### config.mk
export PLATFORM = sky130hd
export DESIGN_NAME = ir_pw_decoder
export DESIGN_NICKNAME = d
export VERILOG_FILES = /design/src/rtl/ir_pw_pkg.sv /design/src/rtl/ir_tick_gen.sv /design/src/rtl/ir_line_sync.sv /design/src/rtl/ir_dur_meter.sv /design/src/rtl/ir_frame_fsm.sv /design/src/rtl/ir_pw_decoder.sv
export SDC_FILE = /design/constraint.sdc
export NUM_CORES = 1
export LEC_CHECK = 0
export ABC_AREA = 1
export CORE_MARGIN = 4
export CORE_UTILIZATION = 45
export DETAILED_ROUTE_END_ITERATION = 8
export GPL_TIMING_DRIVEN = 1
export MAX_ROUTING_LAYER = met4
export SYNTH_ARGS = -nofsm -noshare
export SYNTH_HDL_FRONTEND = slang
export SYNTH_HIERARCHICAL = 1
export SYNTH_SLANG_ARGS = --single-unit
### constraint.sdc
create_clock -name clk -period 2.75 [get_ports clk]
set_clock_uncertainty 0.2 [all_clocks]
set_input_delay 0.55 -clock clk [delete_from_list [all_inputs] [get_ports clk]]
set_output_delay 0.55 -clock clk [all_outputs]
set_load 0.005 [all_outputs]
### src/rtl/ir_pw_pkg.sv
package ir_pw_pkg;

    localparam int WIDTH_BITS = 6;
    localparam int WIDTH_CEIL = (1 << WIDTH_BITS) - 1;

    localparam int LEAD_MIN = 22;
    localparam int LEAD_MAX = 28;
    localparam int ONE_MIN  = 10;
    localparam int ONE_MAX  = 15;
    localparam int ZERO_MIN = 4;
    localparam int ZERO_MAX = 8;
    localparam int GAP_LIMIT = 40;

    typedef logic [WIDTH_BITS-1:0] ticks_t;

    typedef enum logic [1:0] {
        ST_IDLE  = 2'd0,
        ST_START = 2'd1,
        ST_DATA  = 2'd2,
        ST_DONE  = 2'd3
    } ir_state_e;

    typedef enum logic [1:0] {
        MK_BAD  = 2'd0,
        MK_LEAD = 2'd1,
        MK_ONE  = 2'd2,
        MK_ZERO = 2'd3
    } mark_kind_e;

    typedef struct packed {
        logic mark_on;
        logic mark_begin;
        logic mark_end;
    } line_ev_t;

    function automatic mark_kind_e classify_mark(input ticks_t w);
        int unsigned v;
        v = int'(w);
        if (v >= LEAD_MIN && v <= LEAD_MAX)      return MK_LEAD;
        else if (v >= ONE_MIN && v <= ONE_MAX)   return MK_ONE;
        else if (v >= ZERO_MIN && v <= ZERO_MAX) return MK_ZERO;
        else                                     return MK_BAD;
    endfunction

endpackage

### src/rtl/ir_tick_gen.sv
module ir_tick_gen #(
    parameter int CLK_PER_TICK = 5000
) (
    input  logic clk,
    input  logic rst,
    output logic tick
);
    generate
        if (CLK_PER_TICK <= 1) begin : g_every
            assign tick = 1'b1;
        end else begin : g_count
            localparam int CW = $clog2(CLK_PER_TICK);
            localparam logic [CW-1:0] LAST = CW'(CLK_PER_TICK - 1);
            logic [CW-1:0] div_q;

            always_ff @(posedge clk) begin
                if (rst)               div_q <= '0;
                else if (div_q == LAST) div_q <= '0;
                else                   div_q <= div_q + 1'b1;
            end

            assign tick = (div_q == LAST);
        end
    endgenerate
endmodule

### src/rtl/ir_line_sync.sv
module ir_line_sync
    import ir_pw_pkg::*;
(
    input  logic     clk,
    input  logic     rst,
    input  logic     rx_n,
    output line_ev_t ev
);
    logic meta_q, sync_q, prev_q;

    always_ff @(posedge clk) begin
        if (rst) begin
            meta_q <= 1'b1;
            sync_q <= 1'b1;
            prev_q <= 1'b1;
        end else begin
            meta_q <= rx_n;
            sync_q <= meta_q;
            prev_q <= sync_q;
        end
    end

    always_comb begin
        ev.mark_on    = ~sync_q;
        ev.mark_begin = prev_q & ~sync_q;
        ev.mark_end   = ~prev_q & sync_q;
    end
endmodule

### src/rtl/ir_dur_meter.sv
module ir_dur_meter
    import ir_pw_pkg::*;
(
    input  logic   clk,
    input  logic   rst,
    input  logic   restart,
    input  logic   active,
    input  logic   tick,
    output ticks_t dur
);
    localparam ticks_t CEIL = ticks_t'(WIDTH_CEIL);
    ticks_t dur_q;

    always_ff @(posedge clk) begin
        if (rst)
            dur_q <= '0;
        else if (restart)
            dur_q <= ticks_t'(tick);
        else if (active && tick && dur_q != CEIL)
            dur_q <= dur_q + 1'b1;
    end

    assign dur = dur_q;
endmodule

### src/rtl/ir_frame_fsm.sv
module ir_frame_fsm
    import ir_pw_pkg::*;
#(
    parameter int NUM_BITS = 12
) (
    input  logic                clk,
    input  logic                rst,
    input  line_ev_t            ev,
    input  ticks_t              mark_w,
    input  ticks_t              space_w,
    output ir_state_e           state,
    output logic [NUM_BITS-1:0] word,
    output logic                valid,
    output logic                err
);
    localparam int CW = $clog2(NUM_BITS + 1);
    localparam logic [CW-1:0] FULL = CW'(NUM_BITS);

    ir_state_e           st_q, st_n;
    logic [CW-1:0]       cnt_q, cnt_n;
    logic [NUM_BITS-1:0] acc_q, acc_n;
    logic [NUM_BITS-1:0] word_q, word_n;
    logic                err_q, err_n;
    mark_kind_e          kind;
    logic                quiet_long;

    assign kind       = classify_mark(mark_w);
    assign quiet_long = !ev.mark_on && (cnt_q != '0) && (int'(space_w) > GAP_LIMIT);

    always_comb begin
        st_n   = st_q;
        cnt_n  = cnt_q;
        acc_n  = acc_q;
        word_n = word_q;
        err_n  = 1'b0;
        case (st_q)
            ST_IDLE: begin
                if (ev.mark_begin) st_n = ST_START;
            end
            ST_START: begin
                if (ev.mark_end) begin
                    if (kind == MK_LEAD) begin
                        st_n  = ST_DATA;
                        cnt_n = '0;
                        acc_n = '0;
                    end else begin
                        err_n = 1'b1;
                        st_n  = ST_IDLE;
                    end
                end
            end
            ST_DATA: begin
                if (ev.mark_end) begin
                    if (kind == MK_ONE || kind == MK_ZERO) begin
                        acc_n[cnt_q] = (kind == MK_ONE);
                        cnt_n = cnt_q + 1'b1;
                        if (cnt_n == FULL) begin
                            st_n   = ST_DONE;
                            word_n = acc_n;
                        end
                    end else begin
                        err_n = 1'b1;
                        st_n  = ST_IDLE;
                    end
                end else if (quiet_long) begin
                    st_n   = ST_DONE;
                    word_n = acc_q;
                end
            end
            default: st_n = ST_IDLE;
        endcase
    end

    always_ff @(posedge clk) begin
        if (rst) begin
            st_q   <= ST_IDLE;
            cnt_q  <= '0;
            acc_q  <= '0;
            word_q <= '0;
            err_q  <= 1'b0;
        end else begin
            st_q   <= st_n;
            cnt_q  <= cnt_n;
            acc_q  <= acc_n;
            word_q <= word_n;
            err_q  <= err_n;
        end
    end

    assign state = st_q;
    assign word  = word_q;
    assign valid = (st_q == ST_DONE);
    assign err   = err_q;
endmodule

### src/rtl/ir_pw_decoder.sv
module ir_pw_decoder
    import ir_pw_pkg::*;
#(
    parameter int CLK_PER_TICK = 5000,
    parameter int NUM_BITS     = 12
) (
    input  logic                clk,
    input  logic                rst,
    input  logic                rx_n,
    output logic [NUM_BITS-1:0] data_out,
    output logic                frame_valid,
    output logic                frame_err
);
    logic      tick;
    line_ev_t  ev;
    ticks_t    mark_w;
    ticks_t    space_w;
    ir_state_e state;

    ir_tick_gen #(.CLK_PER_TICK(CLK_PER_TICK)) u_tick (
        .clk  (clk),
        .rst  (rst),
        .tick (tick)
    );

    ir_line_sync u_sync (
        .clk  (clk),
        .rst  (rst),
        .rx_n (rx_n),
        .ev   (ev)
    );

    ir_dur_meter u_mark (
        .clk     (clk),
        .rst     (rst),
        .restart (ev.mark_begin),
        .active  (ev.mark_on),
        .tick    (tick),
        .dur     (mark_w)
    );

    ir_dur_meter u_space (
        .clk     (clk),
        .rst     (rst),
        .restart (ev.mark_end),
        .active  (~ev.mark_on),
        .tick    (tick),
        .dur     (space_w)
    );

    ir_frame_fsm #(.NUM_BITS(NUM_BITS)) u_fsm (
        .clk     (clk),
        .rst     (rst),
        .ev      (ev),
        .mark_w  (mark_w),
        .space_w (space_w),
        .state   (state),
        .word    (data_out),
        .valid   (frame_valid),
        .err     (frame_err)
    );
endmodule

==> run_results.csv <==
group,metric,value,unit
status,outcome,"completed",
worst_setup_path,reg2reg_depth,9,
final_layout,n_antenna_cell,0,
sta,maxSlewHeadroom,62.4,%
pwr,power_frac_clock,48.9,%
worst_setup_path,r2r_end,"u_fsm/cnt_q[1]$_SDFFE_PP0P_",
final_layout,multi_input_area,1900,µm²
logic_synthesis,synth_area_leaders,"dfxtp_1 34%, nand2_1 18%, inv_1 7.5%",
logic_synthesis,syn_area_per_cell,6.45,µm²
logic_synthesis,yosysTopAreaCellShare,34.2,%
clock_tree,cts_setup_buffers,0,
sta,setup_viol,0,
clock_tree,clkLatencyLatePin,0.34,ns
placed_design,dp_hpwl,5230,µm
min_path,holdPathEnd,"u_sync/sync_q$_SDFF_PP1_",
clock_tree,clkTransAtPathRegs,0.07,ns
floorplan,rows,31,
logic_synthesis,synth_cells,536,
logic_synthesis,synth-simple-area-share,39.3,%
logic_synthesis,synth_edf_count,0,
grt,overflow,0,
sta,finalCritPeriodShare,79.4,%
worst_setup_path,start_kind,"flop",
drt,vias,3158,
pwr,netSwitchingPower,0.000488,W
grt,grtUsageTotal,18.5,%
floorplan,die-area,9150,µm²
floorplan,die_x,95.7,µm
logic_synthesis,synth.cell_area,3460,µm²
sta,post-route-min-period,2.18,ns
logic_synthesis,postSynth.asyncResetShare,0,%
pwr,power_density,531,nW/µm²
worst_setup_path,rrSetupSlack,0.61,ns
logic_synthesis,yosysSeqAreaShare,34.2,%
worst_setup_path,cp_max_fo,4,
logic_synthesis,synth_top_family_by_area,"simple AND/OR/NAND/NOR gates",
placed_design,placedCellCount,641,
final_layout,drive_gt1_share,9.68,%
worst_setup_path,rr_startpoint,"u_fsm/state[0]$_SDFFE_PP0P_",
sta,hold_slack,0.210,ns
grt,grt_pass1_wl,13000,µm
final_layout,regArea,1180,µm²
final_layout,area_delta_synth_final,13.7,%
drt,vias_per_cell,4.81,
clock_tree,cts_buffer_depth,2,
sta,hold_viol,0,
logic_synthesis,synth-main-ff-cell,"dfxtp_1",
logic_synthesis,yosysWarnings,6,
pwr,p_seq_share,42.5,%
clock_tree,cts_hold_buffers,0,
min_path,holdPathStages,2,
clock_tree,clockRootBuffer,"clkbuf_8",
logic_synthesis,synthMostInstantiatedCell,"nand2_1",
drt,wl_per_cell,11.1,µm
logic_synthesis,synth_compound_area_share,8.90,%
drt,antenna_left,0,
drt,drc,0,
logic_synthesis,synth_commonest_cells,"170 x nand2_1, 69 x inv_1, 64 x nor2_1",
logic_synthesis,syn-num-nets,550,
pwr,p_comb_share,8.5,%
clock_tree,ctsHtreeMaxLevel,3,
drt,wirelength,7320,µm
worst_setup_path,crit_start,"u_fsm/state[0]$_SDFFE_PP0P_",
floorplan,initial_core_util,46.9,%
logic_synthesis,synth_cell_types,35,
worst_setup_path,arrival,1.43,ns
pwr,p_leak,1.66,nW
worst_setup_path,cp_num_buf_inv,1,
grt,grt_start_max_net_pins,25,
sta,worstMarginPinSlew,0.563,ns
clock_tree,cts_sinks,59,
sta,fmax,0.458,GHz
worst_setup_path,worstPathRequired,2.00,ns
pwr,p_int,0.00160,W
clock_tree,ctsResizeCount,0,
logic_synthesis,synth_largest_area_cell,"dfxtp_1",
final_layout,n_fill_cell,752,
final_layout,nNetsFinal,567,
grt,antenna_found_initial,0,
min_path,min_from,"u_sync/meta_q$_SDFF_PP1_",
pwr,switching_share,23.4,%
floorplan,core_area,7370,µm²
logic_synthesis,synth-xor-area-share,2.79,%
floorplan,die_h,95.7,µm
logic_synthesis,synthMuxAreaShare,0,%
final_layout,final_cells,657,
clock_tree,cts_tree,"yes",
placed_design,numPortBuffers,16,
flow_run,max_cap_viol_count,0,
pwr,ir_drop,261,µV
worst_setup_path,crit_chain,"ha_1, clkdlybuf4s50_1",
worst_setup_path,worstSetupPathType,"flop to output port",
placed_design,gp_congestion,0.863,
floorplan,num_io_pins,17,
worst_setup_path,slowest_delay,0.51,ns
drt,drt_iter0_markers,112,
worst_setup_path,slowest_stage,"clkdlybuf4s50_1",
worst_setup_path,path_delay_family,"buffers and inverters",
worst_setup_path,cp-end-kind,"output port",
drt,firstDrtPassIters,4,
logic_synthesis,synth_seq_cells,59,
min_path,min_path_type,"flop to flop",
grt,grt_pass1_vias,3001,
sta,setup_tns,0,ns
clock_tree,cts_buffers,9,
sta,rsz0062_at_grt,"false",
logic_synthesis,synthAdderAreaFrac,3.98,%
sta,finalMaxSlewViolations,0,
-- per-layer routing --
layer | vias up | track usage (%) | part of all wire (%)
met5 | - | - | 0
li1 | 1700 | - | -
met4 | 0 | 8.65 | 2.3
met3 | 16 | 3.79 | 2.8
met2 | 41 | 29.5 | 46
met1 | 1401 | 22.2 | 49
-- power by group through the flow --
stage / Clock, W / Sequential [W] / Combinational, W
after floorplan: 0 / 0.000900 / 0.000159
after global placement: 0 / 0.000907 / 0.000176
after detailed placement: 0 / 0.000908 / 0.000177
after CTS: 0.00105 / 0.000889 / 0.000178
after global routing: 0.00109 / 0.000891 / 0.000204
final: 0.00102 / 0.000889 / 0.000179
-- worst register-to-register path, stage by stage, from the launching register on --
cell and delay [ns]:
dfxtp_1 0.38, inv_1 0.08, ha_1 0.27, inv_2 0.11, nor2_2 0.06, o22ai_4 0.42, nand2_4 0.25, nand2_1 0.12
nand2_1 0.05, nor2_1 0.12
-- registers in the layout (all words and copies together), names as in the netlist, 2 cells and up --
name,cells
u_fsm/acc_q,12
u_fsm/cnt_q,4
u_fsm/state,2
u_fsm/word,12
u_mark/dur,6
u_space/dur,6
u_tick/g_count.div_q,13
-- how the worst max path moves through the flow --
stage | to | slack, ns | cells after the start
after floorplan | u_fsm/cnt_q[1]$_SDFFE_PP0P_ | 1.0 | 10
after global placement | u_tick/g_count.div_q[5]$_SDFF_PP0_ | 0.71 | 5
after detailed placement | u_fsm/cnt_q[1]$_SDFFE_PP0P_ | 0.64 | 8
after CTS | frame_valid | 0.55 | 2
after global routing | u_fsm/cnt_q[2]$_SDFFE_PP0P_ | 0.45 | 8
final | frame_valid | 0.57 | 2
-- logic make-up after synthesis --
family          count (synthesis)
fa+ha+maj                      11
buf+inv                        88
flops                          59
compound gates                 55
simple gates                  312
xor+xnor                       11
-- layout make-up --
cell class,count,share of cell area (%)
clock buffers,12,4.20
clock inverters,4,2.42
inverters,74,7.06
multi-input cells,389,48.3
flip-flops and latches,59,30.0
well taps,99,3.15
repair buffers,20,4.83
-- metrics by stage --
stage                     area [µm²]  setup slack [ns]  total power [W]  utilization, %
after floorplan                 3460             0.995          0.00106               -
after global placement          3670             0.708          0.00108            49.8
after detailed placement        3670             0.642          0.00109            49.8
after CTS                       3930             0.547          0.00211            53.4
after global routing            3930             0.454          0.00219            53.4
final                           3930             0.566          0.00209            53.4
-- cells in the final DEF, fill, tap and decap left out, drive strengths merged --
cell type,n
nand4,8
a21oi,33
nor3,2
nand2,180
xor2,8
clkdlybuf4s50,16
ha,11
bufinv,3
or2,2
clkinv,1
buf,4
xnor2,3
o22ai,2
dfxtp,59
o21bai,2
o2111ai,1
nand3,43
nor2,76
inv,74
o21ai,17
clkbuf,12
nand3b,1
Note: power is estimated with default switching activity, not from simulation.
